$ cat src/rtl/rtc_pkg.sv
package rtc_pkg;
  localparam int CTL_IE   = 0;
  localparam int CTL_MASK = 1;
  localparam int CTL_RUN  = 2;
  localparam int CTL_WRAP = 3;
  localparam int CTL_W    = 4;

  localparam logic [7:0] OFF_NOW   = 8'h00;
  localparam logic [7:0] OFF_MATCH = 8'h04;
  localparam logic [7:0] OFF_LOAD  = 8'h08;
  localparam logic [7:0] OFF_CTRL  = 8'h0C;
  localparam logic [7:0] OFF_STAT  = 8'h10;
  localparam logic [7:0] OFF_RAW   = 8'h14;
  localparam logic [7:0] OFF_ACK   = 8'h18;

  // next count on a plain update tick
  function automatic logic [31:0] sec_advance(input logic [31:0] cur, input logic wrap);
    if (&cur) return wrap ? 32'd0 : cur;
    return cur + 32'd1;
  endfunction

  // interrupt level from raw event and control bits
  function automatic logic irq_gate(input logic raw, input logic [CTL_W-1:0] ctl);
    return raw & ctl[CTL_IE] & ~ctl[CTL_MASK];
  endfunction
endpackage

$ cat src/rtl/rtc_prescale.sv
module rtc_prescale #(
  parameter int TICKS_PER_SEC = 32768
) (
  input  logic clk,
  input  logic rst_n,
  input  logic run,
  output logic tick
);
  localparam int PW = (TICKS_PER_SEC > 1) ? $clog2(TICKS_PER_SEC) : 1;
  localparam logic [PW-1:0] LAST = PW'(TICKS_PER_SEC - 1);

  generate
    if (TICKS_PER_SEC == 1) begin : g_direct
      assign tick = run;
    end else begin : g_div
      logic [PW-1:0] phase_q;
      assign tick = run && (phase_q == LAST);
      always_ff @(posedge clk or negedge rst_n) begin
        if (!rst_n)      phase_q <= '0;
        else if (tick)   phase_q <= '0;
        else if (run)    phase_q <= phase_q + 1'b1;
      end


      hold_phase_chk: assert property (@(posedge clk) disable iff (!rst_n)
        !run |=> $stable(phase_q));
    end
  endgenerate
endmodule

$ cat src/rtl/rtc_seconds.sv
module rtc_seconds #(
  parameter int CNT_W = 32
) (
  input  logic             clk,
  input  logic             rst_n,
  input  logic             tick,
  input  logic             wrap,
  input  logic             load_wr,
  input  logic [CNT_W-1:0] load_data,
  input  logic [CNT_W-1:0] match_val,
  output logic [CNT_W-1:0] sec_o,
  output logic [CNT_W-1:0] load_o,
  output logic             match_evt
);
  import rtc_pkg::*;

  logic [CNT_W-1:0] sec_q, load_q, sec_nxt;
  logic             pend_q;

  assign sec_nxt   = pend_q ? load_q : CNT_W'(sec_advance(32'(sec_q), wrap));
  assign match_evt = tick && (sec_nxt == match_val);
  assign sec_o     = sec_q;
  assign load_o    = load_q;

  always_ff @(posedge clk or negedge rst_n) begin
    if (!rst_n) begin
      sec_q  <= '0;
      load_q <= '0;
      pend_q <= 1'b0;
    end else begin
      if (tick) sec_q <= sec_nxt;
      if (load_wr) begin
        load_q <= load_data;
        pend_q <= 1'b1;
      end else if (tick) begin
        pend_q <= 1'b0;
      end
    end
  end


  idle_hold_chk: assert property (@(posedge clk) disable iff (!rst_n)
    !tick |=> $stable(sec_q));

  load_take_chk: assert property (@(posedge clk) disable iff (!rst_n)
    (tick && pend_q) |=> (sec_q == $past(load_q)));

  sat_top_chk: assert property (@(posedge clk) disable iff (!rst_n)
    (tick && !pend_q && !wrap && (&sec_q)) |=> (&sec_q));

  roll_zero_chk: assert property (@(posedge clk) disable iff (!rst_n)
    (tick && !pend_q && wrap && (&sec_q)) |=> (sec_q == '0));
endmodule

$ cat src/rtl/sec_rtc.sv
module sec_rtc #(
  parameter int TICKS_PER_SEC = 32768,
  parameter int ADDR_W        = 8,
  parameter int DATA_W        = 32
) (
  input  logic              clk,
  input  logic              rst_n,
  input  logic [ADDR_W-1:0] bus_addr,
  input  logic              bus_wr,
  input  logic [DATA_W-1:0] bus_wdata,
  input  logic              bus_rd,
  output logic [DATA_W-1:0] bus_rdata,
  output logic              alarm_irq
);
  import rtc_pkg::*;

  logic [CTL_W-1:0]  ctrl_q;
  logic [DATA_W-1:0] match_q, rdata_q, sec_now, load_now;
  logic              raw_q, tick, match_evt, ack_rd, load_wr, irq_lvl;

  function automatic logic at(input logic [ADDR_W-1:0] a, input logic [7:0] off);
    return a == ADDR_W'(off);
  endfunction

  assign load_wr = bus_wr && at(bus_addr, OFF_LOAD);
  assign ack_rd  = bus_rd && at(bus_addr, OFF_ACK);
  assign irq_lvl = irq_gate(raw_q, ctrl_q);

  rtc_prescale #(.TICKS_PER_SEC(TICKS_PER_SEC)) u_psc (
    .clk(clk), .rst_n(rst_n), .run(ctrl_q[CTL_RUN]), .tick(tick));

  rtc_seconds #(.CNT_W(DATA_W)) u_sec (
    .clk(clk), .rst_n(rst_n), .tick(tick), .wrap(ctrl_q[CTL_WRAP]),
    .load_wr(load_wr), .load_data(bus_wdata), .match_val(match_q),
    .sec_o(sec_now), .load_o(load_now), .match_evt(match_evt));

  always_ff @(posedge clk or negedge rst_n) begin
    if (!rst_n) begin
      ctrl_q  <= '0;
      match_q <= '0;
      raw_q   <= 1'b0;
      rdata_q <= '0;
    end else begin
      if (bus_wr && at(bus_addr, OFF_CTRL))  ctrl_q  <= bus_wdata[CTL_W-1:0];
      if (bus_wr && at(bus_addr, OFF_MATCH)) match_q <= bus_wdata;
      if (match_evt)   raw_q <= 1'b1;
      else if (ack_rd) raw_q <= 1'b0;
      if (bus_rd) begin
        if      (at(bus_addr, OFF_NOW))   rdata_q <= sec_now;
        else if (at(bus_addr, OFF_MATCH)) rdata_q <= match_q;
        else if (at(bus_addr, OFF_LOAD))  rdata_q <= load_now;
        else if (at(bus_addr, OFF_CTRL))  rdata_q <= DATA_W'(ctrl_q);
        else if (at(bus_addr, OFF_STAT))  rdata_q <= DATA_W'(irq_lvl);
        else if (at(bus_addr, OFF_RAW))   rdata_q <= DATA_W'(raw_q);
        else if (at(bus_addr, OFF_ACK))   rdata_q <= DATA_W'(raw_q);
        else                              rdata_q <= '0;
      end
    end
  end

  assign bus_rdata = rdata_q;
  assign alarm_irq = irq_lvl;


  match_sets_raw_chk: assert property (@(posedge clk) disable iff (!rst_n)
    match_evt |=> raw_q);

  ack_clears_chk: assert property (@(posedge clk) disable iff (!rst_n)
    (ack_rd && !match_evt) |=> !raw_q);

  irq_needs_raw_chk: assert property (@(posedge clk) disable iff (!rst_n)
    $rose(alarm_irq) |-> raw_q);

  rdata_hold_chk: assert property (@(posedge clk) disable iff (!rst_n)
    !bus_rd |=> $stable(bus_rdata));
endmodule

$ cat config.mk
export PLATFORM = sky130hd
export DESIGN_NAME = sec_rtc
export DESIGN_NICKNAME = d
export VERILOG_FILES = /design/src/rtl/rtc_pkg.sv /design/src/rtl/rtc_prescale.sv /design/src/rtl/rtc_seconds.sv /design/src/rtl/sec_rtc.sv
export SDC_FILE = /design/constraint.sdc
export NUM_CORES = 1
export LEC_CHECK = 0
export BUFFER_PORTS_ARGS = -buffer_cell sky130_fd_sc_hd__buf_2
export CORE_MARGIN = 1.5
export CORE_UTILIZATION = 40
export CTS_CLUSTER_SIZE = 12
export DETAILED_ROUTE_END_ITERATION = 12
export PLACE_DENSITY = 0.56
export SLEW_MARGIN = 15
export SYNTH_ARGS = -nofsm -noshare
export SYNTH_HDL_FRONTEND = slang
export SYNTH_HIERARCHICAL = 1
export SYNTH_SLANG_ARGS = --single-unit
$ cat constraint.sdc
create_clock -name clk -period 6.5 [get_ports clk]
set_clock_uncertainty 0.1 [all_clocks]
set_input_delay 0 -clock clk [delete_from_list [all_inputs] [get_ports clk]]
set_output_delay 0 -clock clk [all_outputs]
set_load 0.02 [all_outputs]
Word level (Yosys, flattened, before mapping)

Index checks and enable logic that the tools add are counted.

Output and inout port bits: 33
Bits of input ports: 44
Bits in registers: 149
Logic and storage cells: 50

Eq/ne operators: 8
Reduce and logical (&&, ||, !) cells: 11
Muxes and demuxes: 18
Bitwise gates (word level): 3
Add/subtract/negate cells: 2

Operators by type and width:

| cell                                                                  | count |
|---|---|
| 32-bit 2-to-1 mux                                                     | 7 |
| 32-bit by 1-bit adder with 32-bit output, second input constant       | 1 |
| 32-bit equality test                                                  | 1 |
| 32-bit AND reduction                                                  | 1 |
| 15-bit 2-to-1 mux                                                     | 2 |
| 8-bit by 5-bit equality test with 1-bit output, second input constant | 3 |
| 8-bit by 4-bit equality test with 1-bit output, second input constant | 2 |
| 15-bit by 1-bit adder with 15-bit output, second input constant       | 1 |
| 15-bit equality test, second input constant                           | 1 |
| 8-bit by 3-bit equality test with 1-bit output, second input constant | 1 |
| 8-bit logical NOT                                                     | 1 |
| 1-bit 2-to-1 mux                                                      | 8 |
| 1-bit logical AND                                                     | 6 |
| 2-bit nonzero test                                                    | 3 |
| 4-bit 2-to-1 mux                                                      | 1 |
| 1-bit AND                                                             | 2 |
| 1-bit NOT                                                             | 1 |

Depth between registers and ports, before layout

Depth after elaboration: 8
Mapped depth: 12
Mapped depth without buffers: 11

Cells and area by module

Netlist, hierarchy kept.

By module, submodules not included:

| module       | area an instance (um^2) | instances | cells an instance | seq. area each (um^2) |
|---|---|---|---|---|
| rtc_seconds  | 4474.3                  | 1         | 515               | 1626.6 |
| sec_rtc      | 3384.5                  | 1         | 279               | 1726.7 |
| rtc_prescale | 757.0                   | 1         | 72                | 375.4 |

Worst setup path before layout

No wires, ideal clock.

Path type: register to register
Start point: reg u_sec.sec_q[0] (netlist: u_sec/sec_o[0])
End point: reg raw_q
Stages on the path, launching flop included: 13
Data arrival time: 2757 ps
Period minus slack after synthesis: 2921 ps
Setup time: 64 ps
Buffers on the path: 1
Path slack: 3579 ps
Required time: 6336 ps
Path through: dfrtp_1 > ha_1 > and3_1 > nand4_4 > or3_1 > buf_2 > nor4_1 > mux2_1 > o21ai_1 > xnor2_1 > nand4_1 > nor4_2 > a21o_1

Longest elaborated chain between the ends: 7
Elaborated cells between the ends (all ways): 11
Those cells by class: add/sub (1); eq/ne (1); mux (6); reduce/logical (3)

Ends and longest elaborated chain:

| element                                                                          | line              | source |
|---|---|---|
| from (decl)                                                                      | rtc_seconds.sv:17 | `logic [CNT_W-1:0] sec_q, load_q, sec_nxt;` |
| from (signal assigned)                                                           | rtc_seconds.sv:31 | `if (tick) sec_q <= sec_nxt;` |
| branches (longest 2 deep; another with 32-bit by 1-bit adder with 32-bit output) | --                |  |
| 32-bit 2-to-1 mux (*)                                                            | rtc_pkg.sv:19     | `return cur + 32'd1;` |
| 32-bit 2-to-1 mux (*)                                                            | rtc_seconds.sv:20 | `assign sec_nxt = pend_q ? load_q : CNT_W'(sec_advance(32'(sec_q), wrap));` |
| 32-bit equality test (*)                                                         | rtc_seconds.sv:21 | `assign match_evt = tick && (sec_nxt == match_val);` |
| 1-bit logical AND (*)                                                            | rtc_seconds.sv:21 |  |
| named net match_evt                                                              | sec_rtc.sv:19     | `logic raw_q, tick, match_evt, ack_rd, load_wr, irq_lvl;` |
| 1-bit 2-to-1 mux / 2-bit nonzero test (equally long branches)                    | --                |  |
| to (signal assigned)                                                             | sec_rtc.sv:41     | `raw_q <= 1'b0;` |
| to (signal assigned)                                                             | sec_rtc.sv:46     | `if (match_evt) raw_q <= 1'b1;` |
| to (signal assigned)                                                             | sec_rtc.sv:47     | `else if (ack_rd) raw_q <= 1'b0;` |
| to (decl)                                                                        | sec_rtc.sv:19     |  |

Mark *: on every way through the listed nets, which the timed path passes. The select of a mux whose other input is x is not followed.
A chain may end at the register's enable or synchronous reset.

Worst setup path in the final report

Start point: reg u_sec.sec_q[28] (netlist: u_sec/sec_o[28])
End point: reg raw_q

Same word-level chain as after synthesis.

==> impl_metrics.ini <==
[outcome]
status = finished clean

[final_layout]
multi_input_area_mm2 = 0.004439
layout-drive-gt1-share_pct = 24.69
num_antenna_cells = 0
syn2layout_area_growth_pct = 17.70
nFillCells = 2004
seq_area_mm2 = 0.003729
fin_nets = 998

[cts]
cts_tree = yes
cts.clk_slew.worst_paths_ns = 0.07
cts_root_buffer = clkbuf_16
clock_tree.buffer_depth = 2
post_cts_resized = 0
numCtsBuffers = 17
cts_hold_buf = 36
clock-sinks = 149
insertion_delay_ns = 0.44
h-tree-depth = 4
cts_setup_buffers = 0

[place]
dpl.hpwl_mm = 17.81
gp_congestion = 0.9398
io_buffers = 76

[die]
fp.dieArea_mm2 = 0.02243
initial_core_util_pct = 40.86
core-area_mm2 = 0.02109
num_rows = 53
die_x_um = 149.8
die_h_um = 149.8
io_pins = 77

[synth]
synth_commonest_cells = 149 x dfrtp_1, 95 x mux2_2, 54 x nor2_1
async_flop_share_pct = 100.0
yosysMostFrequentCell = dfrtp_1
synthTopCellsByArea = dfrtp_1 43%, mux2_2 12%, xnor2_1 3.2%, a22oi_1 2.8%, o22ai_1 2.5%
yosysWarnings = 6
syn_nets = 912
yosysTopAreaCellShare_pct = 43.28
synthCells = 866
ys_seq_area_share_pct = 43.28
yosysUniqueCellTypes = 77
synth_largest_area_cell = dfrtp_1
syn_area_mm2 = 0.008616
ys.flop_type = dfrtp_1
syn_avg_cell_area_um2 = 9.949
ys_ff_latch = 149
synth-edff-count = 0

[timing]
finalCriticalPeriod_ns = 3.862
rsz0062_at_grt = no
period_share_pct = 59.41
hold_viol_final = 0
setup_viol = 0
setup_tns_ns = 0
fmax_mhz = 259.0
tightest_slew_ns = 1.038
relSlewSlack_pct = 30.53
finalMaxSlewViolations = 0
timing.hold.ws_ns = 0.02139

[critical_path]
worstPathRequired_ns = 6.78
start_kind = flop
crit_chain = and4_1 -> nand3_1 -> nor4_4 -> nor2_2 -> a2bb2oi_1 -> xor2_1 -> a2111oi_0 -> nand4_1 -> nor4_2 -> a21o_1
critPathArrivalTime_ns = 4.14
cp-end-kind = flop
criticalPathCategory = flop to flop
cp_max_fo = 16
reg2reg_depth = 10
path_delay_family = simple AND/OR/NAND/NOR gates
slowest_stage = a2111oi_0
cp.depth = 10
slowest_delay_ns = 0.71
cp.buffers_inverters = 0

[drt]
vias_per_cell = 5.803
drt_iter0_drc = 732
wl_mm = 25.95
dr_wl_met3_mm = 1.474
first_pass_iters = 5
postRouteAntennaNets = 0
vias = 7190
wl_met2_mm = 11.35
wire_per_inst_um = 20.95
m1WireLength_mm = 12.75
top_layer = met4
drc = 0

[global_routing]
antenna_found_initial = 0
grt_pass1_vias = 6941
grt_max_degree = 86
grt_pass1_wl_mm = 41.31
overflow = 0
track_usage_pct = 24.35

[worst_hold_path]
hold_path_depth = 5
hold_class = primary input to flop

[power_and_ir_drop]
power_density_mw_per_mm2 = 221.3
max-vdd-ir-drop_uv = 159.8
p_total_w = 0.002244
leakage_nw = 4.450

[job]
max-cap-violations = 0
final cells by class:
type                            instances  area share [%]
Clock inverter                         10           1.431
Timing Repair Buffer                  120           7.958
Clock buffer                           21           4.639
Multi-Input combinational cell        609           43.78
Inverter                               55           2.036
Sequential cell                       149           36.77
Tap cell                              275           3.393
metal layers:
layer  global-route usage, %  up-vias
li1                        -     3365
met1                   36.49     3555
met2                   35.78      247
met3                   4.055       23
met4                   7.255        0
met5                       0        -
per-stage QoR:
stage,instances,util (%),cell area [µm²],worst slack (ns)
6_report,1239,48.09,10140,2.638
5_1_grt,1239,48.09,10140,2.356
4_1_cts,1239,48.09,10140,2.602
3_5_place_dp,1172,43.46,9165,2.635
2_1_floorplan,866,-,8616,3.579
3_3_place_gp,1172,43.46,9165,2.649
cells by family after synthesis:
group | count (synthesis) | synth area share [%]
adder cells (fa/ha/maj) | 2 | 0.2904
flip-flops | 149 | 43.28
AND/OR/NAND/NOR | 247 | 16.63
XOR/XNOR | 54 | 5.489
AO/OA/AOI/OAI | 205 | 15.42
multiplexers | 101 | 13.56
buffers and inverters | 108 | 5.330
state kept, by name, summed over array words and instances (netlist names):
register / count
bus_rdata: 32
ctrl_q: 4
match_q: 32
raw_q: 1
u_psc/g_div.phase_q: 15
u_sec/load_o: 32
u_sec/pend_q: 1
u_sec/sec_o: 32
final timing paths:
kind                                               startpoint                                   to  slack, ns
setup / recovery                  u_sec/sec_o[28]$_DFFE_PN0P_                    raw_q$_DFFE_PN0P_       2.64
hold / removal                                    bus_addr[6]             bus_rdata[2]$_DFFE_PN0P_       0.02
setup reg to reg                  u_sec/sec_o[28]$_DFFE_PN0P_                    raw_q$_DFFE_PN0P_       2.64
hold reg to reg            u_psc/g_div.phase_q[6]$_DFFE_PN0P_   u_psc/g_div.phase_q[6]$_DFFE_PN0P_       0.41
max in group asynchronous                               rst_n          u_sec/sec_o[29]$_DFFE_PN0P_       4.78
min in group asynchronous                               rst_n  u_psc/g_div.phase_q[14]$_DFFE_PN0P_       0.09
worst reg2reg max path, cell delays in order, from the launching register on:
cell and delay (ns):
dfrtp_1 0.47, and4_1 0.38, nand3_1 0.29, nor4_4 0.64, nor2_2 0.31, a2bb2oi_1 0.31
xor2_1 0.10, a2111oi_0 0.71, nand4_1 0.21, nor4_2 0.18, a21o_1 0.11
where the power goes:
part,total (W),internal (W),switching (W)
clock network,0.00105,0.000636,0.000414
registers,0.000994,0.000956,0.0000377
logic,0.000200,0.0000846,0.000116
total,0.00224,0.00168,0.000568
layout by cell type (no fill, tap or decap), types with 9 or more instances in the layout:
master	synthesis	final
clkbuf_16	0	17
buf_2	15	75
o21ai_0	36	36
nor4_1	10	10
nor3_1	11	10
a21oi_1	41	41
xor2_1	23	23
dlygate4sd3_1	0	36
o22ai_1	34	34
and4_1	9	9
xnor2_1	31	31
nand3_1	39	39
inv_1	53	53
a22oi_1	32	32
mux2_2	95	95
nor2_1	54	54
nand4_1	23	23
nand2_1	50	50
dfrtp_1	149	149
Power figures use the tool's default switching activity.
